File: config.mk
export PLATFORM = sky130hd
export DESIGN_NAME = lpc_mem_target
export DESIGN_NICKNAME = d
export VERILOG_FILES = /design/src/rtl/lpc_tgt_pkg.sv /design/src/rtl/lpc_tgt_window.sv /design/src/rtl/lpc_tgt_fsm.sv /design/src/rtl/lpc_tgt_lad_drv.sv /design/src/rtl/lpc_mem_target.sv
export SDC_FILE = /design/constraint.sdc
export NUM_CORES = 1
export LEC_CHECK = 0
export BUFFER_PORTS_ARGS = -buffer_cell sky130_fd_sc_hd__buf_2
export CAP_MARGIN = 20
export CORE_AREA = 5 5 108 110
export DETAILED_ROUTE_END_ITERATION = 6
export DIE_AREA = 0 0 113 115
export MAX_ROUTING_LAYER = met4
export SLEW_MARGIN = 40
export SYNTH_ARGS = -nofsm -noshare
export SYNTH_HDL_FRONTEND = slang
export SYNTH_SLANG_ARGS = --single-unit
File: constraint.sdc
create_clock -name clk -period 2.8 [get_ports clk]
set_input_delay 0.56 -clock clk [delete_from_list [all_inputs] [get_ports clk]]
set_output_delay 0.56 -clock clk [all_outputs]
set_load 0.1 [all_outputs]
File: src/rtl/lpc_tgt_pkg.sv
// Package: shared constants and state type for the LPC memory target.
// Assumes: one byte per cycle, memory reads and writes only.
package lpc_tgt_pkg;
    localparam int          ADDR_NIBS = 8;
    localparam int          CNT_W     = $clog2(ADDR_NIBS);
    localparam logic [3:0]  NIB_START = 4'b0000;
    localparam logic [3:0]  NIB_SYNC  = 4'b0000;
    localparam logic [3:0]  NIB_TAR   = 4'b1111;
    localparam logic [2:0]  CT_READ   = 3'b010;
    localparam logic [2:0]  CT_WRITE  = 3'b011;

    typedef enum logic [3:0] {
        ST_IDLE, ST_CTYPE, ST_ADDR, ST_WD0, ST_WD1, ST_HTAR0, ST_HTAR1,
        ST_SYNC, ST_RD0, ST_RD1, ST_TTAR0, ST_TTAR1
    } lpc_st_e;
endpackage

File: src/rtl/lpc_tgt_window.sv
// Module: top-of-memory window decode.
// Does: flags a hit when every address bit above the local range is one.
// Assumes: the caller passes only bits [31:LA_W] of the full address.
module lpc_tgt_window #(
    parameter int LA_W = 18,
    localparam int HI_W = 32 - LA_W
) (
    input  logic [HI_W-1:0] addr_hi,
    output logic            hit
);
    // Purpose: all-ones reduction of the upper address bits.
    always_comb hit = &addr_hi;
endmodule

File: src/rtl/lpc_tgt_fsm.sv
// Module: cycle state machine, address assembly and memory-port strobes.
// Does: tracks start/type/address/data fields, raises the one-clock strobes,
//       and captures read data for the bus driver.
// Assumes: read data is valid one clock after mem_rd.
module lpc_tgt_fsm
    import lpc_tgt_pkg::*;
#(
    parameter int LA_W = 18
) (
    input  logic            clk,
    input  logic            rst_n,
    input  logic            frame_n,
    input  logic [3:0]      lad_in,
    input  logic            win_hit,
    output logic [31:0]     full_addr,
    output lpc_st_e         st,
    output logic [7:0]      rbuf,
    output logic [LA_W-1:0] mem_addr,
    output logic [7:0]      mem_wdata,
    output logic            mem_we,
    output logic            mem_rd,
    input  logic [7:0]      mem_rdata
);
    logic [27:0]      ash;
    logic [CNT_W-1:0] cnt;
    logic             is_wr;
    logic             addr_last;

    // Purpose: address as it stands once the current nibble is appended.
    always_comb full_addr = {ash, lad_in};
    // Purpose: marks the clock in which the final address nibble is sampled.
    always_comb addr_last = (st == ST_ADDR) && (cnt == CNT_W'(ADDR_NIBS - 1));

    // Purpose: state sequencing, field capture and strobe generation.
    always_ff @(posedge clk) begin
        if (!rst_n) begin
            st        <= ST_IDLE;
            ash       <= '0;
            cnt       <= '0;
            is_wr     <= 1'b0;
            rbuf      <= '0;
            mem_addr  <= '0;
            mem_wdata <= '0;
            mem_we    <= 1'b0;
            mem_rd    <= 1'b0;
        end else begin
            mem_we <= 1'b0;
            mem_rd <= 1'b0;
            if (!frame_n) begin
                st <= (lad_in == NIB_START) ? ST_CTYPE : ST_IDLE;
            end else begin
                case (st)
                    ST_IDLE: st <= ST_IDLE;
                    ST_CTYPE: begin
                        cnt <= '0;
                        if (lad_in[3:1] == CT_READ) begin
                            is_wr <= 1'b0;
                            st    <= ST_ADDR;
                        end else if (lad_in[3:1] == CT_WRITE) begin
                            is_wr <= 1'b1;
                            st    <= ST_ADDR;
                        end else begin
                            st <= ST_IDLE;
                        end
                    end
                    ST_ADDR: begin
                        ash <= full_addr[27:0];
                        cnt <= cnt + 1'b1;
                        if (addr_last) begin
                            if (win_hit) begin
                                mem_addr <= full_addr[LA_W-1:0];
                                if (is_wr) begin
                                    st <= ST_WD0;
                                end else begin
                                    st     <= ST_HTAR0;
                                    mem_rd <= 1'b1;
                                end
                            end else begin
                                st <= ST_IDLE;
                            end
                        end
                    end
                    ST_WD0: begin
                        mem_wdata[3:0] <= lad_in;
                        st             <= ST_WD1;
                    end
                    ST_WD1: begin
                        mem_wdata[7:4] <= lad_in;
                        mem_we         <= 1'b1;
                        st             <= ST_HTAR0;
                    end
                    ST_HTAR0: st <= ST_HTAR1;
                    ST_HTAR1: begin
                        if (!is_wr) rbuf <= mem_rdata;
                        st <= ST_SYNC;
                    end
                    ST_SYNC:  st <= is_wr ? ST_TTAR0 : ST_RD0;
                    ST_RD0:   st <= ST_RD1;
                    ST_RD1:   st <= ST_TTAR0;
                    ST_TTAR0: st <= ST_TTAR1;
                    ST_TTAR1: st <= ST_IDLE;
                    default:  st <= ST_IDLE;
                endcase
            end
        end
    end

    // read strobe lasts exactly one clock
    p_rd_pulse_r6: assert property (@(posedge clk) disable iff (!rst_n)
        mem_rd |=> !mem_rd);
    // write strobe lasts exactly one clock
    p_we_pulse_r7: assert property (@(posedge clk) disable iff (!rst_n)
        mem_we |=> !mem_we);
    // read strobe only follows the address phase
    p_rd_after_addr_r6: assert property (@(posedge clk) disable iff (!rst_n)
        mem_rd |-> $past(st) == ST_ADDR);
    // write strobe coincides with the host turnaround after data
    p_we_after_data_r7: assert property (@(posedge clk) disable iff (!rst_n)
        mem_we |-> st == ST_HTAR0);
    // a window miss never yields a read strobe
    p_miss_no_rd_r5: assert property (@(posedge clk) disable iff (!rst_n)
        (addr_last && frame_n && !win_hit) |=> !mem_rd);
    // strobes never overlap
    p_strobe_excl_r6: assert property (@(posedge clk) disable iff (!rst_n)
        !(mem_rd && mem_we));
endmodule

File: src/rtl/lpc_tgt_lad_drv.sv
// Module: bus nibble driver.
// Does: selects sync, read data nibbles or turnaround value and the enable.
// Assumes: state is registered upstream; output is combinational from it.
module lpc_tgt_lad_drv
    import lpc_tgt_pkg::*;
(
    input  lpc_st_e    st,
    input  logic [7:0] rbuf,
    output logic [3:0] lad_out,
    output logic       lad_oe
);
    // Purpose: per-state drive value and enable.
    always_comb begin
        lad_out = NIB_TAR;
        lad_oe  = 1'b0;
        case (st)
            ST_SYNC:  begin lad_out = NIB_SYNC;  lad_oe = 1'b1; end
            ST_RD0:   begin lad_out = rbuf[3:0]; lad_oe = 1'b1; end
            ST_RD1:   begin lad_out = rbuf[7:4]; lad_oe = 1'b1; end
            ST_TTAR0: begin lad_out = NIB_TAR;   lad_oe = 1'b1; end
            default:  begin lad_out = NIB_TAR;   lad_oe = 1'b0; end
        endcase
    end
endmodule

File: src/rtl/lpc_mem_target.sv
// Module: LPC memory cycle target, top level.
// Does: joins the state machine, window decode and bus driver.
// Assumes: LA_W below 32; single-byte memory cycles only.
module lpc_mem_target
    import lpc_tgt_pkg::*;
#(
    parameter int LA_W = 18
) (
    input  logic            clk,
    input  logic            rst_n,
    input  logic            frame_n,
    input  logic [3:0]      lad_in,
    output logic [3:0]      lad_out,
    output logic            lad_oe,
    output logic [LA_W-1:0] mem_addr,
    output logic [7:0]      mem_wdata,
    output logic            mem_we,
    output logic            mem_rd,
    input  logic [7:0]      mem_rdata
);
    logic [31:0] full_addr;
    logic        win_hit;
    lpc_st_e     st;
    logic [7:0]  rbuf;

    lpc_tgt_window #(.LA_W(LA_W)) u_win (
        .addr_hi (full_addr[31:LA_W]),
        .hit     (win_hit)
    );

    lpc_tgt_fsm #(.LA_W(LA_W)) u_fsm (
        .clk       (clk),
        .rst_n     (rst_n),
        .frame_n   (frame_n),
        .lad_in    (lad_in),
        .win_hit   (win_hit),
        .full_addr (full_addr),
        .st        (st),
        .rbuf      (rbuf),
        .mem_addr  (mem_addr),
        .mem_wdata (mem_wdata),
        .mem_we    (mem_we),
        .mem_rd    (mem_rd),
        .mem_rdata (mem_rdata)
    );

    lpc_tgt_lad_drv u_drv (
        .st      (st),
        .rbuf    (rbuf),
        .lad_out (lad_out),
        .lad_oe  (lad_oe)
    );

    // a sampled frame strobe leaves the bus released next clock
    p_abort_quiet_r8: assert property (@(posedge clk) disable iff (!rst_n)
        !frame_n |=> !lad_oe);
    // every driven stretch opens with the sync value
    p_oe_sync_first_r9: assert property (@(posedge clk) disable iff (!rst_n)
        $rose(lad_oe) |-> lad_out == NIB_SYNC);
endmodule

==> results of run 1 <==
[registers in the layout, indices dropped and copies added, names as in the netlist]
| signal | count |
|---|---|
| u_fsm.mem_rd | 1 |
| u_fsm.st | 4 |
| u_fsm.rbuf | 8 |
| u_fsm.mem_wdata | 8 |
| u_fsm.cnt | 3 |
| u_fsm.ash | 28 |
| u_fsm.mem_addr | 18 |
| u_fsm.mem_we | 1 |
| u_fsm.is_wr | 1 |
[worst paths after layout]
kind,from,to,slack (ns),cells past startpoint
setup reg to reg,u_fsm.st[1]$_SDFFE_PN0P_,u_fsm.mem_addr[0]$_SDFFE_PN0P_,0.84,5
hold / removal,u_fsm.ash[26]$_SDFFE_PN0N_,u_fsm.ash[26]$_SDFFE_PN0N_,0.46,2
setup / recovery,u_fsm.st[1]$_SDFFE_PN0P_,lad_oe,0.13,4
hold reg to reg,u_fsm.ash[26]$_SDFFE_PN0N_,u_fsm.ash[26]$_SDFFE_PN0N_,0.46,2
[synthesized netlist by cell type (all sizes together) (2+ instances only)]
library cell   n  area [um2]
nand2         99       371.6
dfxtp         72        1441
mux2i         40       400.4
a21boi        28       210.2
nor2b         21       131.4
buf           12       90.09
clkbuf        11       41.29
nor2           6       22.52
a21oi          5       25.02
nand3          4       20.02
nand4          4       25.02
nor4           4       46.29
a22oi          3       22.52
inv            3       11.26
and2           2       12.51
ha             2       25.02
o21ai          2       10.01
xor2           2       17.52
[metal layers]
metal  vias up  share of wire
met4         0          0.021
met3         8          0.019
li1       1205              -
met1      1095           0.48
met5         -              0
met2        34           0.48
[cell families (layout without fill, tap and decap cells)]
| family | Yosys count | after routing | synth area share |
|---|---|---|---|
| simple gates | 148 | 148 | 0.2298 |
| fa+ha+maj | 2 | 2 | 0.008162 |
| mux | 40 | 40 | 0.1306 |
| compound gates | 45 | 45 | 0.1061 |
| flops | 72 | 72 | 0.4702 |
| buf+inv | 26 | 72 | 0.04653 |
| xor+xnor | 3 | 3 | 0.008573 |
[power by group]
part / total, mW / internal (mW) / leakage (nW) / switching (mW)
logic: 0.0508 / 0.0219 / 0.628 / 0.0289
registers: 1.02 / 1.02 / 0.580 / 0.0000906
clock network: 0.763 / 0.394 / 0.0927 / 0.369
total: 1.84 / 1.44 / 1.30 / 0.398
[final cells by class]
cell class,instances,area [um2],share of cell area
inverter,3,11.26,0.003126
clock inverter,2,12.51,0.003473
multi-input combinational,238,1481,0.4113
sequential,72,1441,0.4001
timing repair buffer,53,307.8,0.08545
tap,140,175.2,0.04863
clock buffer,14,172.7,0.04793
[critical path, delay by kind of cell (launching register included)]
kind	cells	cell delay, ns
AO/OA/AOI/OAI	1	0.27
flip-flops	1	0.56
AND/OR/NAND/NOR	2	0.73
buffers and inverters	1	0.22
==> summary by stage, run 1 <==
Synthesis
Synthesis instantiated 39 different standard cells from the library. The share of synthesized area occupied by flip-flops and latches is 0.4702. The total of flip-flops plus latches after synthesis is 72. During synthesis, Yosys emitted a total of 0 warnings. The average instance area after synthesis is 9.123 um2. Synthesis produced a netlist whose cell count is 336.

The most used flip-flop cell after synthesis is dfxtp_1. After synthesis, the share of flip-flops with an asynchronous set or reset is 0. The post-synth design cell area is 3065 um2. The number of enable-type register cells in the synthesized netlist is 0. The number of nets produced by synthesis is 353.

Clocking
The number of buffers inserted for hold repair after clock tree synthesis is 0. The number of H-tree levels is 3. The number of clock sinks is 72. At the later pin of the worst-skew pair, clock insertion delay measures 0.34 ns. The TritonCTS clock tree is yes. Clock-pin slew was measured on the worst setup and hold paths at 0.07 ns.

The clock passes through at most 2 buffers. The number of gates resized after CTS was 0. Buffers inserted during clock tree synthesis total 9.

The clock root buffer is clkbuf_8. The number of buffers added for setup after CTS is 0.

GRT
The peak-usage layer in the global routing report is met2. Entering global routing, the biggest net connects 47 pins. For met3 alone, demand over resource in global routing was 0.02684. The met1 usage in global routing is 0.1362.

The number of global-route vias before repair is 2277. After global routing the overflow that remains totals 0. For this run, global-route usage on met2 was measured as 0.1584.

The first-pass GRT wire length is 10900 um. Across every metal layer, demand over resource in global routing totals 0.1071. The initial antenna violation count was 0.

STA
Hold is met by 0.4571 ns. The final-report hold violation count is 0. The number of max-slew violations in the final report came to 0. The worst relative slew slack is 0.5249. The final worst slack is 0.1251 ns. Across the routed clock network, the largest skew measured is 0.005134 ns. Setup repair after global routing left no endpoint under its margin. Setup violations remaining at the end of the flow were counted as 0.

The final total negative setup slack is 0 ns. The timing-limited maximum frequency is 0.3738 GHz. For the pin with the worst max-slew slack, the measured transition is 0.7073 ns.

The post-route minimum period is 2.675 ns. Of the available clock period, the critical path in the final layout requires 0.9553.

Place
The number of cells in the design after placement is 506. The placed instances occupy a cell area of 3417 um2. Before CTS, the worst setup slack after placement is 0.5416 ns. After legalization and detailed placement, the total HPWL measured 4349 um. The routability congestion estimate is 0.8131. The port buffer count is 47.

Floorplanning
The die width is 113 um. The vertical die dimension is 115 um. The area inside the core boundary is 10600 um2.

For this configuration, the core starts out at a cell density of 0.2891. In this run the core area contains 38 standard-cell rows. The die covers 13000 um2. For this design the top-level I/O count stands at 48.

Drt
After detailed routing, the number of vias per cell comes to 4.487. Once detail routing completed, the nets flagged for antenna violations numbered 0. In this run, the number of DRC markers left after iteration 0 of detailed routing was 84. The post-route DRC violation count is 0. Across all layers, the routed design uses 2342 vias. The first-pass detailed-route iteration total is 5. For this block, the routed nets add up to 6368 um of wire. In the final routed layout, each cell accounts on average for 12.20 um.

Pwr
Power spread over the standard cell area amounts to 510.1 nW/um2. The total design power is 1.838 mW. The leakage power summed over all cells is 1.301 nW. The maximum VDD drop is 0.3079 mV.

Final layout
The leading cell type in the layout, fill and taps excluded is nand2_1. The final net count is 394. From synthesis to final layout, the design area changed by 17.51%. The final antenna diode count is 0. Measured on the finished design, the core utilization comes to 0.3397.

The filler cell count is 1112. Of the cells placed in the final design, the portion with a size suffix greater than 1 is 0.1832. The final standard cell count with taps included and fillers excluded is 522. The finished cells cover 3602 um2. The library cells used most frequently in the layout, excluding fill and tap cells, are nand2_1, dfxtp_1, buf_2, mux2i_1, a21boi_1.

Setup path
The class of the most critical setup path is flip-flop to primary output. For this run, the slowest stage of the critical path takes 0.58 ns. For the worst setup path, the data required time is 2.24 ns.

The critical path goes through nand2_1 > nor3b_1 > o21bai_1 > buf_12. The worst setup path is captured at a primary output. The data arrival time of the critical path is 2.11 ns. The maximum fanout along the worst path is 10. The cell with the biggest individual delay on the critical path is nor3b_1.

STA classifies the critical path startpoint as a flip-flop.

Outcome
The flow ran to the end, and the final reports show no timing, DRC or antenna violations.

Worst hold path
The worst hold path belongs to the class flip-flop to flip-flop.

Run
The max capacitance violation total is 0.
No activity file was read; power rests on OpenSTA's default activity.
==> run 2, diff against run 1 <==
Settings changed: CORE_AREA 5 5 108 110 to 5 5 123 96, CTS_BUF_LIST from default to sky130_fd_sc_hd__clkbuf_8, DIE_AREA 0 0 113 115 to 0 0 128 101.
==> summary by stage, run 2 (synthesized netlist as in run 1, its figures left out) <==
Floorplanning
The die is 101 um tall. For this configuration, the core starts out at a cell density of 0.2900. The total number of placement rows is 33. The area inside the core boundary is 10570 um2. The overall die area is 12930 um2. The floorplan step set the die width to 128 um. The top-level I/O count is 48.

Final layout
In the layout the commonest cells are nand2_1, dfxtp_1, buf_2, mux2i_1, a21boi_1. The register with the highest flop count is u_fsm.ash. The flip-flop count of the largest register, all copies and words added is 28. The leading cell type in the layout, fill and taps excluded is nand2_1. After filler insertion, the fill cell instance count of the layout stands at 1120. The net count of the finished layout is 394.

Relative to the synthesized area, the layout overhead comes to 16.69%. The area of all placed cells without fillers is 3577 um2. For this run, the number of standard cells in the final layout without fillers is 518. The largest registers in the layout are u_fsm.ash (28), u_fsm.mem_addr (18). The fraction of layout instances using a drive strength above 1 is 0.1825. The final antenna diode count is 0.

Setup path
The worst register-to-register path has a depth of 5. Of all nets on the critical path, the largest fanout is 11. Data on the critical path is required at its endpoint by 2.24 ns. In this design, the largest share of critical-path delay is due to flip-flops.

The category of the worst setup path capture point is a primary output. The data arrival time of the critical path is 1.96 ns. The worst reg2reg path endpoint is u_fsm.mem_addr[6]$_SDFFE_PN0P_.

The setup path with the least slack is of type flip-flop to primary output. In this design, the stage delay of the slowest critical-path cell is 0.66 ns. The slowest stage of the critical path is the dfxtp_1 cell. The buffer and inverter count on the worst path is 2. The setup slack of the most critical reg-to-reg path is 0.90 ns. The source of the worst register-to-register timing path is u_fsm.st[1]$_SDFFE_PN0P_. Walking the worst path, the cells encountered are inv_1 > nor3_1 > a21oi_1 > buf_2. The type of element launching the critical path is a flip-flop.

Worst hold path
In this run the worst hold path is classified as flip-flop to flip-flop. The worst hold path passes through 2 cells. The source of the worst hold timing path is u_fsm.ash[24]$_SDFFE_PN0N_. The worst hold path terminates at u_fsm.ash[24]$_SDFFE_PN0N_.

Place
During placement, the flow inserted port buffers numbering 47. Routability-driven placement finished with a final weighted congestion of 0.7667. The half-perimeter wire length of the detailed placement result is 4440 um.

Once placement finished, the instance area stood at 3417 um2. The number of placed instances, taps included, is 506.

GRT
The pin count of the biggest net entering global routing is 65. The number of global-route vias before repair was 2276. The initial antenna violation count is 0.

Across every metal layer, demand over resource in global routing totals 0.1066. The first-pass GRT wire length is 10910 um. The final global-route overflow total is 0.

Run
The max capacitance violation total is 0.

STA
Setup total negative slack on the finished layout was measured at 0 ns. After layout, the minimum clock period comes to 2.524 ns. Timing would allow up to 0.3961 GHz. The share of the cycle needed by the critical path after routing is 0.9016. The final-report hold violation count is 0. At the pin with the least slew margin, the transition time is 0.7815 ns. The total setup violations reported at the end of the flow is 0.

The hold slack is 0.4546 ns. Setup repair after global routing left no endpoint under its margin. The number of max-slew violations in the final report is 0. The worst relative slew slack is 0.4747. The maximum clock skew at final layout is 0.01233 ns.

Clocking
The number of buffers added for setup after CTS is 0. The clock drives 72 sinks. The number of buffers inserted during clock tree synthesis is 9.

The clock reaches the later pin of the worst-skew pair after 0.34 ns. The clock root buffer is clkbuf_8. TritonCTS built the clock tree. Counting along the longest clock path gives a buffer depth of 2. Hold repair after CTS inserted 0 buffers. The clock slew at the register clock pins of the worst setup and hold paths is 0.08 ns. The number of H-tree levels is 3.

Outcome
The flow ran to the end, and the final reports show no timing, DRC or antenna violations.

Pwr
Across the VDD grid, the largest voltage drop is 0.1998 mV. The power per cell area is 487.2 nW/um2. The design draws 1.743 mW. In this run the static leakage power is 1.285 nW.

Drt
The average wire length per cell after detail routing is 12.36 um. After detailed routing, the total wire length is 6401 um. The detail route stage leaves a number of antenna-violating nets equal to 0. The first detailed-routing pass took 4 iterations. The via count of the routed design is 2338. The post-route DRC violation count is 0. The DRC violation total after the first TritonRoute iteration is 89.

Dividing the detail-routed via count by the number of cells gives 4.514.
## run 2: changes by cell type in the layout (fill, tap and decap cells not counted)
cell | previous run | this run
clkbuf_1 | 2 | 0
nor3b_2 | 0 | 1
nor3b_1 | 1 | 0
clkbuf_8 | 12 | 10
clkinv_2 | 1 | 0
inv_1 | 3 | 4
nor4_2 | 1 | 2
nor4_1 | 2 | 1
## run 2: worst max path at each step
stage / startpoint / endpoint / depth (start not counted) / slack, ns
detailed placement: u_fsm.st[1]$_SDFFE_PN0P_ / lad_oe / 4 / 0.57
global placement: u_fsm.st[1]$_SDFFE_PN0P_ / lad_oe / 4 / 0.61
finish: u_fsm.st[3]$_SDFFE_PN0P_ / lad_out[0] / 4 / 0.28
CTS: u_fsm.st[1]$_SDFFE_PN0P_ / lad_oe / 4 / 0.18
global route: u_fsm.st[3]$_SDFFE_PN0P_ / lad_out[2] / 4 / 0.12
floorplan: u_fsm.st[0]$_SDFFE_PN0P_ / lad_out[0] / 4 / 0.01
## run 2: layout make-up
class / count / area, um2 / share of cell area
repair buffers: 53 / 307.8 / 0.08604
inverters: 3 / 11.26 / 0.003148
clock inverters: 2 / 11.26 / 0.003148
flip-flops and latches: 72 / 1441 / 0.4029
multi-input cells: 238 / 1493 / 0.4173
well taps: 140 / 175.2 / 0.04897
clock buffers: 10 / 137.6 / 0.03847
## run 2: report_power, final
part	switching [mW]	internal, mW
combinational	0.0283	0.0217
clock	0.346	0.323
sequential	0.000111	1.02
total	0.374	1.37
## run 2: worst min-delay path: stages (launching register included)
cell	delay [ns]
dfxtp_1	0.31
nand2_1	0.05
a21boi_1	0.05
## run 2: per-stage QoR
stage / util / setup slack (ns)
4_1_cts: 0.3374 / 0.1843
2_1_floorplan: - / 0.01291
3_3_place_gp: 0.3233 / 0.6116
5_1_grt: 0.3384 / 0.1232
6_report: 0.3384 / 0.2757
3_5_place_dp: 0.3233 / 0.5680
## run 2: what timing repair did
action,CTS,global route
resized for setup,0,1
endpoints found under the hold margin,0,0
setup endpoints to repair,0,1
## run 2: routing by layer
layer  track usage  routed length [um]  share of wire  vias to the layer above
li1              -                   -              -                     1205
met1        0.1436                3192           0.50                     1086
met2        0.1565                2894           0.45                       36
met3       0.02701                 217          0.034                       11
met4       0.03426                  96          0.015                        0
met5             -                   0              0                        -
